**src/rtl/pwm_cmp_pkg.sv**
```systemverilog
package pwm_cmp_pkg;

    typedef enum logic [0:0] {
        PH_WAIT  = 1'b0,
        PH_DRIVE = 1'b1
    } phase_e;

endpackage

```
**src/rtl/pwm_cmp_counter.sv**
```systemverilog
module pwm_cmp_counter #(
    parameter int CNT_W = 16
) (
    input  logic             clk,
    input  logic             rst_n,
    input  logic             clr,
    input  logic             step,
    input  logic [CNT_W-1:0] cmp_a,
    input  logic [CNT_W-1:0] cmp_b,
    output logic             evt_a,
    output logic             evt_b
);

    localparam logic [CNT_W-1:0] CNT_ONE  = CNT_W'(1);
    localparam logic [CNT_W-1:0] CNT_ZERO = '0;

    logic [CNT_W-1:0] cnt;
    logic             at_b;
    logic             a_valid;

    always_comb begin
        at_b    = (cnt == cmp_b);
        a_valid = (cmp_a < cmp_b);
        evt_b   = step && at_b;
        evt_a   = step && !at_b && a_valid && (cnt == cmp_a);
    end

    always_ff @(posedge clk or negedge rst_n) begin
        if (!rst_n) begin
            cnt <= CNT_ZERO;
        end else if (clr) begin
            cnt <= CNT_ZERO;
        end else if (evt_b) begin
            cnt <= CNT_ZERO;
        end else if (step) begin
            cnt <= cnt + CNT_ONE;
        end
    end

    // no step and no clear leaves the count untouched
    p_hold_r2: assert property (@(posedge clk) disable iff (!rst_n)
        (!step && !clr) |=> $stable(cnt));

    // an ordinary step adds exactly one
    p_inc_r2: assert property (@(posedge clk) disable iff (!rst_n)
        (step && !clr && !evt_b) |=> (cnt == $past(cnt) + CNT_ONE));

    // wrap at compare B lands on zero
    p_wrap_r3: assert property (@(posedge clk) disable iff (!rst_n)
        (evt_b && !clr) |=> (cnt == CNT_ZERO));

    // clear zeroes the counter
    p_clr_r8: assert property (@(posedge clk) disable iff (!rst_n)
        clr |=> (cnt == CNT_ZERO));

endmodule

```
**src/rtl/pwm_cmp_phase_fsm.sv**
```systemverilog
module pwm_cmp_phase_fsm
    import pwm_cmp_pkg::*;
(
    input  logic   clk,
    input  logic   rst_n,
    input  logic   clr,
    input  logic   evt_a,
    input  logic   evt_b,
    output phase_e phase,
    output logic   irq_a,
    output logic   irq_b
);

    phase_e phase_nxt;

    always_comb begin
        phase_nxt = phase;
        unique case (phase)
            PH_WAIT:  if (evt_a) phase_nxt = PH_DRIVE;
            PH_DRIVE: if (evt_b) phase_nxt = PH_WAIT;
            default:  phase_nxt = PH_WAIT;
        endcase
        if (clr) phase_nxt = PH_WAIT;
    end

    always_ff @(posedge clk or negedge rst_n) begin
        if (!rst_n) begin
            phase <= PH_WAIT;
        end else begin
            phase <= phase_nxt;
        end
    end

    always_ff @(posedge clk or negedge rst_n) begin
        if (!rst_n) begin
            irq_a <= 1'b0;
            irq_b <= 1'b0;
        end else begin
            irq_a <= evt_a && !clr;
            irq_b <= evt_b && !clr;
        end
    end

    // the two interrupt causes never coincide
    p_excl_r10: assert property (@(posedge clk) disable iff (!rst_n)
        !(irq_a && irq_b));

    // a compare-A pulse always accompanies the DRIVE phase
    p_a_drive_r4: assert property (@(posedge clk) disable iff (!rst_n)
        irq_a |-> (phase == PH_DRIVE));

    // a compare-B pulse always accompanies the WAIT phase
    p_b_wait_r5: assert property (@(posedge clk) disable iff (!rst_n)
        irq_b |-> (phase == PH_WAIT));

    // clear silences pulses and returns to WAIT
    p_clr_r8: assert property (@(posedge clk) disable iff (!rst_n)
        clr |=> (!irq_a && !irq_b && phase == PH_WAIT));

endmodule

```
**src/rtl/pwm_cmp_timer.sv**
```systemverilog
module pwm_cmp_timer
    import pwm_cmp_pkg::*;
#(
    parameter int CNT_W = 16
) (
    input  logic             clk,
    input  logic             rst_n,
    input  logic             cnt_en,
    input  logic             run,
    input  logic             cnt_clr,
    input  logic             out_en,
    input  logic             init_lvl,
    input  logic             inv_sel,
    input  logic [CNT_W-1:0] cmp_a,
    input  logic [CNT_W-1:0] cmp_b,
    output logic             pwm_out,
    output logic             irq_a,
    output logic             irq_b
);

    logic   step;
    logic   evt_a;
    logic   evt_b;
    phase_e phase;
    logic   drive_on;

    assign step = run && cnt_en && !cnt_clr;

    pwm_cmp_counter #(
        .CNT_W (CNT_W)
    ) u_counter (
        .clk   (clk),
        .rst_n (rst_n),
        .clr   (cnt_clr),
        .step  (step),
        .cmp_a (cmp_a),
        .cmp_b (cmp_b),
        .evt_a (evt_a),
        .evt_b (evt_b)
    );

    pwm_cmp_phase_fsm u_phase (
        .clk   (clk),
        .rst_n (rst_n),
        .clr   (cnt_clr),
        .evt_a (evt_a),
        .evt_b (evt_b),
        .phase (phase),
        .irq_a (irq_a),
        .irq_b (irq_b)
    );

    always_comb begin
        drive_on = out_en && (phase == PH_DRIVE);
        pwm_out  = drive_on ^ init_lvl ^ inv_sel;
    end

    // with A not below B the phase cannot climb into DRIVE
    p_no_drive_r9: assert property (@(posedge clk) disable iff (!rst_n)
        (cmp_a >= cmp_b && phase == PH_WAIT && !cnt_clr) |=> (phase == PH_WAIT));

    // a frozen timer keeps its phase and raises no pulse
    p_frozen_r2: assert property (@(posedge clk) disable iff (!rst_n)
        (!(run && cnt_en) && !cnt_clr) |=> ($stable(phase) && !irq_a && !irq_b));

endmodule

```
**config.mk**
```make
export PLATFORM = sky130hd
export DESIGN_NAME = pwm_cmp_timer
export DESIGN_NICKNAME = d
export VERILOG_FILES = /design/src/rtl/pwm_cmp_pkg.sv /design/src/rtl/pwm_cmp_counter.sv /design/src/rtl/pwm_cmp_phase_fsm.sv /design/src/rtl/pwm_cmp_timer.sv
export SDC_FILE = /design/constraint.sdc
export NUM_CORES = 1
export LEC_CHECK = 0
export BUFFER_PORTS_ARGS = -buffer_cell sky130_fd_sc_hd__buf_2
export CAP_MARGIN = 25
export CORE_ASPECT_RATIO = 2
export CORE_UTILIZATION = 48
export DETAILED_ROUTE_END_ITERATION = 10
export GPL_TIMING_DRIVEN = 0
export PLACE_DENSITY = 0.78
export SLEW_MARGIN = 20
export SYNTH_ARGS = -nofsm -noshare
export SYNTH_HDL_FRONTEND = slang
export SYNTH_HIERARCHICAL = 1
export SYNTH_SLANG_ARGS = --single-unit
```
**constraint.sdc**
```tcl
create_clock -name clk -period 1.5 [get_ports clk]
set_input_delay 0.075 -clock clk [delete_from_list [all_inputs] [get_ports clk]]
set_output_delay 0.075 -clock clk [all_outputs]
set_load 0.03 [all_outputs]
```
Word-level counts from Yosys, hierarchy flattened
Index checks and enable logic that the tools add are counted.
Word-level totals
  bits of input ports: 40
  register bits after elaboration: 19
  output and inout port bits: 3
Operators by class
  magnitude comparators: 1
  $add $sub $neg: 1
  bitwise gates (word level): 3
  muxes and demuxes: 7
  reduce and logical (&&, ||, !) cells: 12
  equality and inequality tests: 2
Operator list (number)
  two-way mux 16 bit: 3
  == test 16 bit: 2
  adder 16 x 1 -> 16 bit (second input constant): 1
  < comparator 16 bit: 1
  logical AND 1 bit: 9
  two-way mux 1 bit: 3
  nonzero test 3 bit: 1
  logical NOT 1 bit: 2
  one-hot mux 1 bit (2 select lines): 1
  XOR 1 bit: 2
  inverter 1 bit: 1

Logic depth before layout (Yosys ltp)
  word-level depth: 8
  gate-level depth with buffers: 9
  gate-level depth less buffers: 9

Modules after synthesis
The synthesis kept the hierarchy.
By module, submodules not included
  pwm_cmp_counter: instances 1, area each 1586.5 sq um, cells each 188, sequential area each 400.4 sq um
  pwm_cmp_phase_fsm: instances 1, area each 98.8 sq um, cells each 7, sequential area each 75.1 sq um
  pwm_cmp_timer: instances 1, area each 28.8 sq um, cells each 5, sequential area each 0.0 sq um

Worst setup path before layout
OpenSTA, ideal clock, no wires.
  path kind: input to register
  start: input cmp_b[1]
  end: register u_phase.phase
  data arrival time: 1.690 ns
  cell stages on the path: 8
  buffers on the path: 0
  data required time: 1.406 ns
  setup time: 0.094 ns
  path slack: -0.284 ns
  cells stage by stage: inv_1 -> ha_1 -> a2111o_1 -> a311oi_2 -> o31ai_1 -> a2111oi_2 -> nor2_1 -> a211oi_1
On the way
  word-level cells in the longest chain between the ends: 8
RTL lines
  start, declared: line pwm_cmp_timer.sv:15  | input logic [CNT_W-1:0] cmp_b,
  branches (longest 3 deep; another with < comparator 16 bit)
  logical AND 1 bit * (2 in a row): line pwm_cmp_counter.sv:25  | evt_a = step && !at_b && a_valid && (cnt == cmp_a);
  via evt_a: line pwm_cmp_timer.sv:22  | logic evt_a;
  two-way mux 1 bit *: line pwm_cmp_phase_fsm.sv:19  | PH_WAIT: if (evt_a) phase_nxt = PH_DRIVE;
  one-hot mux 1 bit (2 select lines) *: line pwm_cmp_phase_fsm.sv:18  | unique case (phase)
  two-way mux 1 bit *: line pwm_cmp_phase_fsm.sv:23  | if (clr) phase_nxt = PH_WAIT;
  via u_phase.phase_nxt: line pwm_cmp_phase_fsm.sv:14  | phase_e phase_nxt;
  end signal, assigned: line pwm_cmp_phase_fsm.sv:30  | phase <= phase_nxt;
  end, declared: line pwm_cmp_phase_fsm.sv:9  | output phase_e phase,
Mark *: on every way through the listed nets, which the timed path passes.
A chain may end at the register's enable or synchronous reset.

Final worst setup path
  start: register u_counter.cnt[5]
  end: register u_counter.cnt[0]
On the way
  word-level cells in the longest chain between the ends: 4
RTL lines
  start, declared: line pwm_cmp_counter.sv:17  | logic [CNT_W-1:0] cnt;
  start signal, assigned: line pwm_cmp_counter.sv:36  | cnt <= cnt + CNT_ONE;
  == test 16 bit *: line pwm_cmp_counter.sv:22  | at_b = (cnt == cmp_b);
  logical AND 1 bit *: line pwm_cmp_counter.sv:24  | evt_b = step && at_b;
  two-way mux 16 bit: line pwm_cmp_counter.sv:33  | end else if (evt_b) begin
  two-way mux 16 bit: line pwm_cmp_counter.sv:31  | end else if (clr) begin
Every way passes the cells marked *; elsewhere a longest branch is shown, timed or not.

==> impl_metrics.env <==
export IMPL_finalWirelength_um=5210
export IMPL_fmax_ghz=0.544
export IMPL_yosys_area_top_type="dfrtp_1"
export IMPL_critPathSlowestCell="dfrtp_2"
export IMPL_via_per_inst=5.49
export IMPL_grt_overflow_total=0
export IMPL_synth_edf_count=0
export IMPL_start_util_pct=50.2
export IMPL_syn_to_final_growth_pct=41.9
export IMPL_holdPathEnd="u_phase/irq_a"
export IMPL_ys_ff_latch=19
export IMPL_reg2reg_depth=7
export IMPL_end_kind="flop"
export IMPL_drive_gt1_share_pct=43.4
export IMPL_cts_buffers=3
export IMPL_crit_path_max_incr_delay_ns=0.47
export IMPL_core_um2=3420
export IMPL_drt_initial_drc_count=34
export IMPL_hold_violations=0
export IMPL_skew_ns=0.00508
export IMPL_grt_max_degree=20
export IMPL_h_tree_depth=1
export IMPL_max_slew_margin_rel_pct=62.6
export IMPL_drtPass1Iterations=7
export IMPL_dpl_hpwl_um=3570
export IMPL_min_path_cells=2
export IMPL_p_per_area_nw_per_um2=491
export IMPL_port_buffers=42
export IMPL_regArea_um2=488
export IMPL_grt_pass1_vias=1695
export IMPL_grt_pass1_wl_um=7490
export IMPL_period_needed_ns=1.84
export IMPL_ys_flop_type="dfrtp_1"
export IMPL_min_from="cnt_clr"
export IMPL_leakagePower_nw=1.15
export IMPL_timing_final_ws_setup_ns=-0.338
export IMPL_multiInputGateArea_um2=1350
export IMPL_nNetsFinal=322
export IMPL_syn_instance_count=200
export IMPL_grtUsageTotal_pct=26.8
export IMPL_crit_path_start_kind="flop"
export IMPL_final_antenna_net_count=0
export IMPL_gp_congestion=0.944
export IMPL_tightest_slew_ns=0.562
export IMPL_violations="DRC, setup timing"
export IMPL_yosysSeqAreaShare_pct=27.7
export IMPL_ctsLongestPathBuffers=2
export IMPL_status="finished, violations left"
export IMPL_path_depth=7
export IMPL_drc_errors=4
export IMPL_yosysWarningCount=6
export IMPL_min_path_type="in2reg"
export IMPL_post_route_util_pct=71.2
export IMPL_r2r_end="u_counter/cnt[0]"
export IMPL_ir_worst_vdd_uv=723
export IMPL_rows=30
export IMPL_cp_cell_sequence="xor2_2 > nor4_2 > nand4_1 > nand2_2 > buf_4 > buf_6 > o31ai_2"
export IMPL_cp_data_arrival_time_ns=1.96
export IMPL_rsz0062_at_grt="yes"
export IMPL_syn_avg_cell_area_um2=8.57
export IMPL_r2r_start="u_counter/cnt[5]"
export IMPL_root_buffer="clkbuf_8"
export IMPL_syn_area_um2=1710
export IMPL_fin_crit_sh_pct=123
export IMPL_dieHeight_um=86.5
export IMPL_finalSetupViolCount=19
export IMPL_wire_per_inst_um=16.6
export IMPL_antenna_found_initial=0
export IMPL_cts_tree="built"
export IMPL_path_clk_slew_ns=0.07
export IMPL_ioPinCount=43
export IMPL_synth_cell_types=37
export IMPL_synth_area_leaders="dfrtp_1 28%, xor2_1 17%, ha_1 12%"
export IMPL_clkSinkCount=19
export IMPL_path_buf_inv=2
export IMPL_clock_latency_ns=0.26
export IMPL_setup_tns_ns=-5.57
export IMPL_synth_top_area_share_pct=27.7
export IMPL_drv_cap=0
export IMPL_async_reset_ff_share_pct=100
export IMPL_crit_family="simple AND/OR/NAND/NOR gates"
export IMPL_critical_path_class="reg2reg"
export IMPL_worstPathRequired_ns=1.62
export IMPL_cp_max_fo=5
export IMPL_layout_common_cells="43 x buf_2, 25 x xor2_1, 18 x inv_1, 18 x buf_4, 16 x ha_1"
export IMPL_via_count=1719
export IMPL_r2r_slack_ns=-0.34
export IMPL_slew_viol_final=0
export IMPL_n_fill_cell=257
export IMPL_diodes=0
export IMPL_syn_nets=256
export IMPL_layout_cells_most_common="buf_2"
export IMPL_die_area_um2=3830
export IMPL_fp_dieW_um=44.3
how the worst max path moves through the flow:
stage                startpoint               end  slack (ns)
6_report       u_counter/cnt[5]  u_counter/cnt[0]       -0.34
5_1_grt        u_counter/cnt[5]     u_phase/phase       -0.41
4_1_cts        u_counter/cnt[7]     u_phase/phase       -0.33
3_5_place_dp   u_counter/cnt[3]     u_phase/phase       -0.52
3_3_place_gp   u_counter/cnt[3]     u_phase/phase       -0.52
2_1_floorplan  u_counter/cnt[6]  u_counter/cnt[6]       -0.15
flip-flops by register name (all words and copies together), names as in the netlist:
| signal | flops |
|---|---|
| u_counter/cnt | 16 |
| u_phase/irq_a | 1 |
| u_phase/irq_b | 1 |
| u_phase/phase | 1 |
worst reg2reg max path, stage by stage, from the launching register on:
cell and delay, ns:
dfrtp_2 0.47, xor2_2 0.18, nor4_2 0.34, nand4_1 0.25, nand2_2 0.19, buf_4 0.13
buf_6 0.09, o31ai_2 0.05
synth_stat cells, drive strengths merged, types with 3 or more instances:
| library cell | instances |
|---|---|
| a21oi | 6 |
| buf | 6 |
| dfrtp | 19 |
| ha | 16 |
| inv | 18 |
| nand2 | 13 |
| nand2b | 3 |
| nand3 | 7 |
| nand4 | 6 |
| nor2 | 15 |
| nor3 | 5 |
| nor4 | 8 |
| o21ai | 7 |
| xnor2 | 11 |
| xor2 | 33 |
cells by family (layout without fill, tap and decap cells):
| group | Yosys count | after routing | synth area share (%) |
|---|---|---|---|
| compound gates | 27 | 27 | 11.1 |
| xor+xnor | 44 | 44 | 22.5 |
| flops | 19 | 19 | 27.7 |
| simple gates | 68 | 68 | 20.8 |
| fa+ha+maj | 16 | 16 | 11.7 |
| buf+inv | 26 | 91 | 6.20 |
through the flow:
stage                     cell area [um2]  cells  setup WS [ns]  hold slack [ns]  power, mW
after floorplan                      1720    200         -0.148           -0.221      0.667
after global placement               1990    290         -0.521           0.0344      0.783
after detailed placement             1990    290         -0.523           0.0408      0.791
after CTS                            2240    304         -0.327           0.0173       1.17
after global routing                 2430    313         -0.412           0.0357       1.26
final                                2430    313         -0.338           0.0359       1.19
layout make-up:
cell class,instances,area share [%]
Multi-Input combinational cell,155,55.4
Sequential cell,19,20.1
Timing Repair Buffer,63,15.5
Inverter,18,2.78
Tap cell,48,2.47
Buffer,6,1.90
Clock buffer,4,1.85
report_power, final:
group          internal (mW)  total, mW  switching, mW
Combinational          0.139      0.319          0.180
Clock                  0.189      0.357          0.168
Sequential             0.514      0.519        0.00510
Total                  0.842       1.19          0.353
what timing repair did:
action                     CTS  global route
cloned                       1             0
resized for setup           32            25
hold endpoints to repair    19             0
hold buffers                 1             0
buffers inserted            10             9
setup endpoints to repair   19            19
pin swaps                   15             7
per-layer routing:
layer | track usage (%) | vias up | share of wire, % | routed length [um]
met2 | 50.5 | 58 | 56 | 2920
met1 | 25.7 | 818 | 33 | 1710
li1 | - | 811 | - | -
met5 | 0 | - | 0 | 0
met3 | 2.08 | 32 | 3.5 | 182
met4 | 17.6 | 0 | 7.5 | 393
No activity file was read; power rests on OpenSTA's default activity.
